$ cat src/rtl/rwarb_pkg.sv
package rwarb_pkg;
   typedef enum logic {
      DIR_RD = 1'b0,
      DIR_WR = 1'b1
   } bus_dir_e;

   function automatic int pct_of(input int depth, input int pct);
      return (depth * pct) / 100;
   endfunction

   function automatic int width_for(input int maxval);
      return (maxval < 1) ? 1 : $clog2(maxval + 1);
   endfunction
endpackage

$ cat src/rtl/rwarb_drain_count.sv
module rwarb_drain_count #(
   parameter int MIN_WR = 16
) (
   input  logic clk,
   input  logic rst_n,
   input  logic mode_wr,
   input  logic to_wr,
   input  logic issue_vld,
   input  logic issue_is_wr,
   output logic min_met
);
   localparam int CW = rwarb_pkg::width_for(MIN_WR);
   localparam logic [CW-1:0] MIN_W = CW'(MIN_WR);

   logic [CW-1:0] cnt_q;
   logic          wr_hit;

   assign wr_hit = mode_wr && issue_vld && issue_is_wr;

   generate
      if (MIN_WR == 1) begin : g_flag
         always_ff @(posedge clk) begin
            if (!rst_n)      cnt_q <= '0;
            else if (to_wr)  cnt_q <= '0;
            else if (wr_hit) cnt_q <= 1'b1;
         end
      end else begin : g_sat
         always_ff @(posedge clk) begin
            if (!rst_n)                        cnt_q <= '0;
            else if (to_wr)                    cnt_q <= '0;
            else if (wr_hit && cnt_q < MIN_W)  cnt_q <= cnt_q + 1'b1;
         end
      end
   endgenerate

   assign min_met = (cnt_q >= MIN_W);

   assert_cnt_bound_R6: assert property (@(posedge clk) disable iff (!rst_n)
      cnt_q <= MIN_W);
   assert_cnt_clear_R6: assert property (@(posedge clk) disable iff (!rst_n)
      to_wr |=> !min_met);
endmodule

$ cat src/rtl/rwarb_gap_timer.sv
module rwarb_gap_timer #(
   parameter int RTW_CYC = 2,
   parameter int WTR_CYC = 6
) (
   input  logic clk,
   input  logic rst_n,
   input  logic to_wr,
   input  logic to_rd,
   output logic grant_ok
);
   localparam int GMAX = (RTW_CYC > WTR_CYC) ? RTW_CYC : WTR_CYC;
   localparam int GW   = rwarb_pkg::width_for(GMAX);
   localparam logic [GW-1:0] RTW_W = GW'(RTW_CYC);
   localparam logic [GW-1:0] WTR_W = GW'(WTR_CYC);

   logic [GW-1:0] gap_q;
   logic [GW-1:0] load_val;

   generate
      if (RTW_CYC == WTR_CYC) begin : g_same
         assign load_val = RTW_W;
      end else begin : g_split
         assign load_val = to_wr ? RTW_W : WTR_W;
      end
   endgenerate

   always_ff @(posedge clk) begin
      if (!rst_n)                 gap_q <= '0;
      else if (to_wr || to_rd)    gap_q <= load_val;
      else if (gap_q != '0)       gap_q <= gap_q - 1'b1;
   end

   assign grant_ok = (gap_q == '0);

   assert_one_change_R11: assert property (@(posedge clk) disable iff (!rst_n)
      !(to_wr && to_rd));

   generate
      if (RTW_CYC > 0) begin : g_chk_rtw
         assert_rtw_gap_R9: assert property (@(posedge clk) disable iff (!rst_n)
            to_wr |=> !grant_ok);
      end
      if (WTR_CYC > 0) begin : g_chk_wtr
         assert_wtr_gap_R10: assert property (@(posedge clk) disable iff (!rst_n)
            to_rd |=> !grant_ok);
      end
   endgenerate
endmodule

$ cat src/rtl/rwarb_mode_fsm.sv
module rwarb_mode_fsm #(
   parameter int RCW    = 6,
   parameter int WCW    = 7,
   parameter int HI_THR = 54,
   parameter int LO_THR = 32
) (
   input  logic           clk,
   input  logic           rst_n,
   input  logic [RCW-1:0] rd_count,
   input  logic [WCW-1:0] wr_count,
   input  logic           min_met,
   output logic           mode_wr,
   output logic           to_wr,
   output logic           to_rd
);
   import rwarb_pkg::*;

   localparam logic [WCW-1:0] HI_W = WCW'(HI_THR);
   localparam logic [WCW-1:0] LO_W = WCW'(LO_THR);

   bus_dir_e dir_q;
   logic     wr_urgent, wr_idle_ok, wr_empty, wr_low;

   assign wr_urgent  = (wr_count >= HI_W);
   assign wr_idle_ok = (rd_count == '0) && (wr_count >= LO_W);
   assign wr_empty   = (wr_count == '0);
   assign wr_low     = (wr_count < LO_W);

   always_comb begin
      to_wr = 1'b0;
      to_rd = 1'b0;
      unique case (dir_q)
         DIR_RD: to_wr = wr_urgent || wr_idle_ok;
         DIR_WR: to_rd = wr_empty || (min_met && wr_low);
         default: ;
      endcase
   end

   always_ff @(posedge clk) begin
      if (!rst_n)     dir_q <= DIR_RD;
      else if (to_wr) dir_q <= DIR_WR;
      else if (to_rd) dir_q <= DIR_RD;
   end

   assign mode_wr = (dir_q == DIR_WR);

   assert_hi_forces_R3: assert property (@(posedge clk) disable iff (!rst_n)
      (!mode_wr && wr_count >= HI_W) |=> mode_wr);
   assert_idle_enter_R4: assert property (@(posedge clk) disable iff (!rst_n)
      (!mode_wr && rd_count == '0 && wr_count >= LO_W) |=> mode_wr);
   assert_stay_rd_R5: assert property (@(posedge clk) disable iff (!rst_n)
      (!mode_wr && wr_count < LO_W) |=> !mode_wr);
   assert_min_hold_R6: assert property (@(posedge clk) disable iff (!rst_n)
      (mode_wr && !min_met && wr_count != '0) |=> mode_wr);
   assert_empty_exit_R7: assert property (@(posedge clk) disable iff (!rst_n)
      (mode_wr && wr_count == '0) |=> !mode_wr);
   assert_low_exit_R8: assert property (@(posedge clk) disable iff (!rst_n)
      (mode_wr && min_met && wr_count < LO_W) |=> !mode_wr);
endmodule

$ cat src/rtl/rw_drain_arbiter.sv
module rw_drain_arbiter #(
   parameter int WQ_DEPTH = 64,
   parameter int RQ_DEPTH = 32,
   parameter int HI_PCT   = 85,
   parameter int LO_PCT   = 50,
   parameter int MIN_WR   = 16,
   parameter int RTW_CYC  = 2,
   parameter int WTR_CYC  = 6,
   localparam int RCW = $clog2(RQ_DEPTH + 1),
   localparam int WCW = $clog2(WQ_DEPTH + 1)
) (
   input  logic           clk,
   input  logic           rst_n,
   input  logic [RCW-1:0] rd_count,
   input  logic [WCW-1:0] wr_count,
   input  logic           issue_vld,
   input  logic           issue_is_wr,
   output logic           mode_wr,
   output logic           grant_ok
);
   localparam int HI_THR = rwarb_pkg::pct_of(WQ_DEPTH, HI_PCT);
   localparam int LO_THR = rwarb_pkg::pct_of(WQ_DEPTH, LO_PCT);

   generate
      if (WQ_DEPTH < 1 || RQ_DEPTH < 1) begin : g_bad_depth
         $error("queue depths must be at least 1");
      end
      if (LO_THR < 1) begin : g_bad_lo
         $error("lower mark must be at least one burst");
      end
      if (HI_THR < LO_THR || HI_PCT > 100) begin : g_bad_hi
         $error("upper mark must lie between lower mark and depth");
      end
      if (MIN_WR < 1 || RTW_CYC < 0 || WTR_CYC < 0) begin : g_bad_cnt
         $error("minimum drain must be positive and gaps non-negative");
      end
   endgenerate

   logic min_met, to_wr, to_rd;

   rwarb_mode_fsm #(
      .RCW(RCW), .WCW(WCW), .HI_THR(HI_THR), .LO_THR(LO_THR)
   ) u_fsm (
      .clk(clk), .rst_n(rst_n), .rd_count(rd_count), .wr_count(wr_count),
      .min_met(min_met), .mode_wr(mode_wr), .to_wr(to_wr), .to_rd(to_rd)
   );

   rwarb_drain_count #(.MIN_WR(MIN_WR)) u_cnt (
      .clk(clk), .rst_n(rst_n), .mode_wr(mode_wr), .to_wr(to_wr),
      .issue_vld(issue_vld), .issue_is_wr(issue_is_wr), .min_met(min_met)
   );

   rwarb_gap_timer #(.RTW_CYC(RTW_CYC), .WTR_CYC(WTR_CYC)) u_gap (
      .clk(clk), .rst_n(rst_n), .to_wr(to_wr), .to_rd(to_rd),
      .grant_ok(grant_ok)
   );
endmodule

$ cat config.mk
export PLATFORM = sky130hd
export DESIGN_NAME = rw_drain_arbiter
export DESIGN_NICKNAME = d
export VERILOG_FILES = /design/src/rtl/rwarb_pkg.sv /design/src/rtl/rwarb_drain_count.sv /design/src/rtl/rwarb_gap_timer.sv /design/src/rtl/rwarb_mode_fsm.sv /design/src/rtl/rw_drain_arbiter.sv
export SDC_FILE = /design/constraint.sdc
export NUM_CORES = 1
export LEC_CHECK = 0
export ABC_CLOCK_PERIOD_IN_PS = 1500
export BUFFER_PORTS_ARGS = -buffer_cell sky130_fd_sc_hd__buf_4
export CORE_AREA = 2 2 39 41
export CTS_CLUSTER_SIZE = 16
export DETAILED_ROUTE_END_ITERATION = 7
export DIE_AREA = 0 0 41 43
export PLACE_DENSITY = 0.76
export SLEW_MARGIN = 5
export SYNTH_ARGS = -nofsm -noshare
export SYNTH_HDL_FRONTEND = slang
export SYNTH_SLANG_ARGS = --single-unit
$ cat constraint.sdc
create_clock -name clk -period 1.5 [get_ports clk]
set_clock_uncertainty 0.1 [all_clocks]
set_input_delay 0.075 -clock clk [delete_from_list [all_inputs] [get_ports clk]]
set_output_delay 0.075 -clock clk [all_outputs]
set_load 0.02 [all_outputs]
==> results.md <==
* Smallest hold slack at 0.01331 ns
* Most frequent cell on the critical path: inv_1
* Most frequent cell after synthesis: dfxtp_1
* Synth top area share at 35.91%
* CP endpoint kind: output port
* Critical Path AT at 1.22 ns
* Post-layout util at 49.73%
* Layout cells sized above 1 at 32.91%
* Setup CP Type: register to output port
* Drt drc at 0
* Post-DP HPWL at 848.5 µm
* Core box area at 1384 µm²
* Clock Latency Late Sink at 0.27 ns
* Die Y at 43 µm
* Initial DRC Count at 7
* Root buf cell: clkbuf_4
* Crit-path cells: inv_1, ha_1, nand2b_1, inv_1, buf_4
* RSZ-0062 raised after global routing: false
* ANT cells at 0
* Ports at 19
* CTS tree: built
* Die Width at 41 µm
* CP max stage cell: dfxtp_1
* Worst Hold Class: input pin to register
* Pwr/cell area at 969.6 nW/µm²
* Slew HR at 77.46%
* CP delay by family, top: flip-flops
* Post-Syn Nets at 78
* Congestion Overflow GR at 0
* Synth warn at 0
* Fin nets at 101
* Fin cells at 95
* Worst-path maximum fanout at 4
* Routability cong. at 0.6711
* Area leader, netlist: dfxtp_1
* DR WL/cell at 11.38 µm
* Initial Util at 36.26%
* Dpl cells at 90
* CP startpoint kind: register
* Layout area overhead at 37.16%
* Max Freq at 0.7166 GHz
* Initial antenna violation count at 0
* Status: finished, final reports clean
* Syn Area/Cell at 8.802 µm²
* Tcrit/Tclk final at 93.04%
* Vias/cell at 5.011
* Cts hold-fix bufs at 0
* Worst EP required at 1.32 ns
* Largest net degree at the start of global routing at 8
* Final WL at 1.081 mm
* Library cells used by synthesis at 25
* Largest cells by area after synthesis: dfxtp_1, ha_1, inv_1
* TritonCTS Buffers at 3
* Max Slew Vio Count at 0
* Period minus WS final at 1.396 ns
* Antenna Nets Post-Route at 0
* Total power at 0.6672 mW
* Cells after synthesis at 57
* FP Rows at 14
* EDFF count, synth at 0
* Maxcap violations at 0
* Top cells by count, synth: dfxtp_1, inv_1, nor2_1
* Vias after detailed routing at 476
* Final hold vios at 0
* Delay of the slowest cell on the worst path at 0.35 ns
* Leakage power of the design at 0.3055 nW
* Slew @ Worst Pin at 0.3380 ns
* First-pass GRT wire length at 1.780 mm
* Asr flop ratio synth at 0%
* WP buf/inv at 3
* Total die area at 1763 µm²
* Fillers at 139
* Final setup violation count at 0
* CTS clk-pin slew, worst paths at 0.07 ns
* Most used DFF post-synth: dfxtp_1
* Synthesized flop and latch total at 9
* Vias in the first global route at 417
* Seq/Total Area, Yosys at 35.91%
* GRT Total Usage at 15.42%
* CTS sink cnt at 9
* Port Buffers at 18
* Mapped Area at 501.7 µm²
* Maximum VDD drop at 0.7435 mV
* Drt first pass iters at 4
* CTS H-Tree Depth at 1
* Clock Tree Buf Depth at 2
-- report_power, final --
part / internal (mW) / switching, mW
sequential: 0.257 / 0.0136
clock: 0.0988 / 0.0961
combinational: 0.107 / 0.0950
-- registers in the layout (all words and copies together), names as in the netlist --
register / count
u_fsm.mode_wr: 1
u_gap.gap_q: 3
u_cnt.cnt_q: 5
-- worst min-delay path, cell delays in order --
cell and delay (ns):
buf_4 0.07, inv_1 0.07, a21oi_1 0.12
-- cells in the final DEF, fill, tap and decap left out --
master    instances
a21oi_1           4
a311o_2           1
a31oi_1           2
a41oi_1           1
and4b_1           1
buf_4            19
clkbuf_4          3
clkinv_2          1
dfxtp_1           9
ha_1              4
inv_1             8
mux2i_1           1
nand2_1           3
nand2b_1          1
nand4_1           1
nor2_1            7
nor2b_1           1
nor3b_1           1
nor4_1            1
nor4b_1           1
nor4bb_1          1
o21ai_0           1
o22ai_2           1
o32ai_2           1
or4_1             1
xnor2_1           2
xor2_1            2
-- per-stage QoR --
stage	instance area, µm²	TNS, ns	worst slack (ns)
floorplan	501.7	0	0.07690
global placement	653.1	-0.1926	-0.04191
detailed placement	653.1	-0.3111	-0.06010
CTS	680.7	0	0.07899
global route	688.2	0	0.01140
finish	688.2	0	0.1044
-- logic make-up after synthesis --
logic type / Yosys count / share of synthesized area [%]
xor gates and xnor gates: 4 / 6.984
and+or+nand+nor: 19 / 21.20
DFF: 9 / 35.91
adders and majority gates: 4 / 9.975
AOI/OAI and AO/OA: 11 / 17.21
muxes: 1 / 1.995
buffers and inverters: 9 / 6.733
-- per-layer routing --
layer / vias to the layer above / global-route usage, % / wire length [µm]
met2: 10 / 24.69 / 591
li1: 243 / - / -
met5: - / 0 / 0
met3: 0 / 9.424 / 65
met4: 0 / 4.000 / 0
met1: 223 / 16.29 / 424
-- final cells by class --
class                      instances  area, µm²  share of cell area, %
clock inverter                     1      5.005                 0.7273
tap                               16      20.02                  2.909
timing repair buffer              19      142.6                  20.73
clock buffer                       3      22.52                  3.273
multi-input combinational         39      287.8                  41.82
inverter                           8      30.03                  4.364
sequential                         9      180.2                  26.18
-- path summary, 6_finish.rpt --
kind / from / end / slack, ns / cells past startpoint
max reg2reg: u_fsm.mode_wr$_SDFFE_PN0P_ / u_cnt.cnt_q[3]$_SDFFE_PP0P_ / 0.16 / 4
min reg2reg: u_cnt.cnt_q[4]$_SDFFE_PP0P_ / u_cnt.cnt_q[4]$_SDFFE_PP0P_ / 0.41 / 2
max: u_gap.gap_q[0]$_SDFFE_PN0P_ / grant_ok / 0.10 / 5
min: rst_n / u_fsm.mode_wr$_SDFFE_PN0P_ / 0.01 / 3
-- what timing repair did --
item,in CTS,in global routing
resized for setup,0,0
setup endpoints to repair,0,1
setup buffers,0,1
Power figures use the tool's default switching activity.
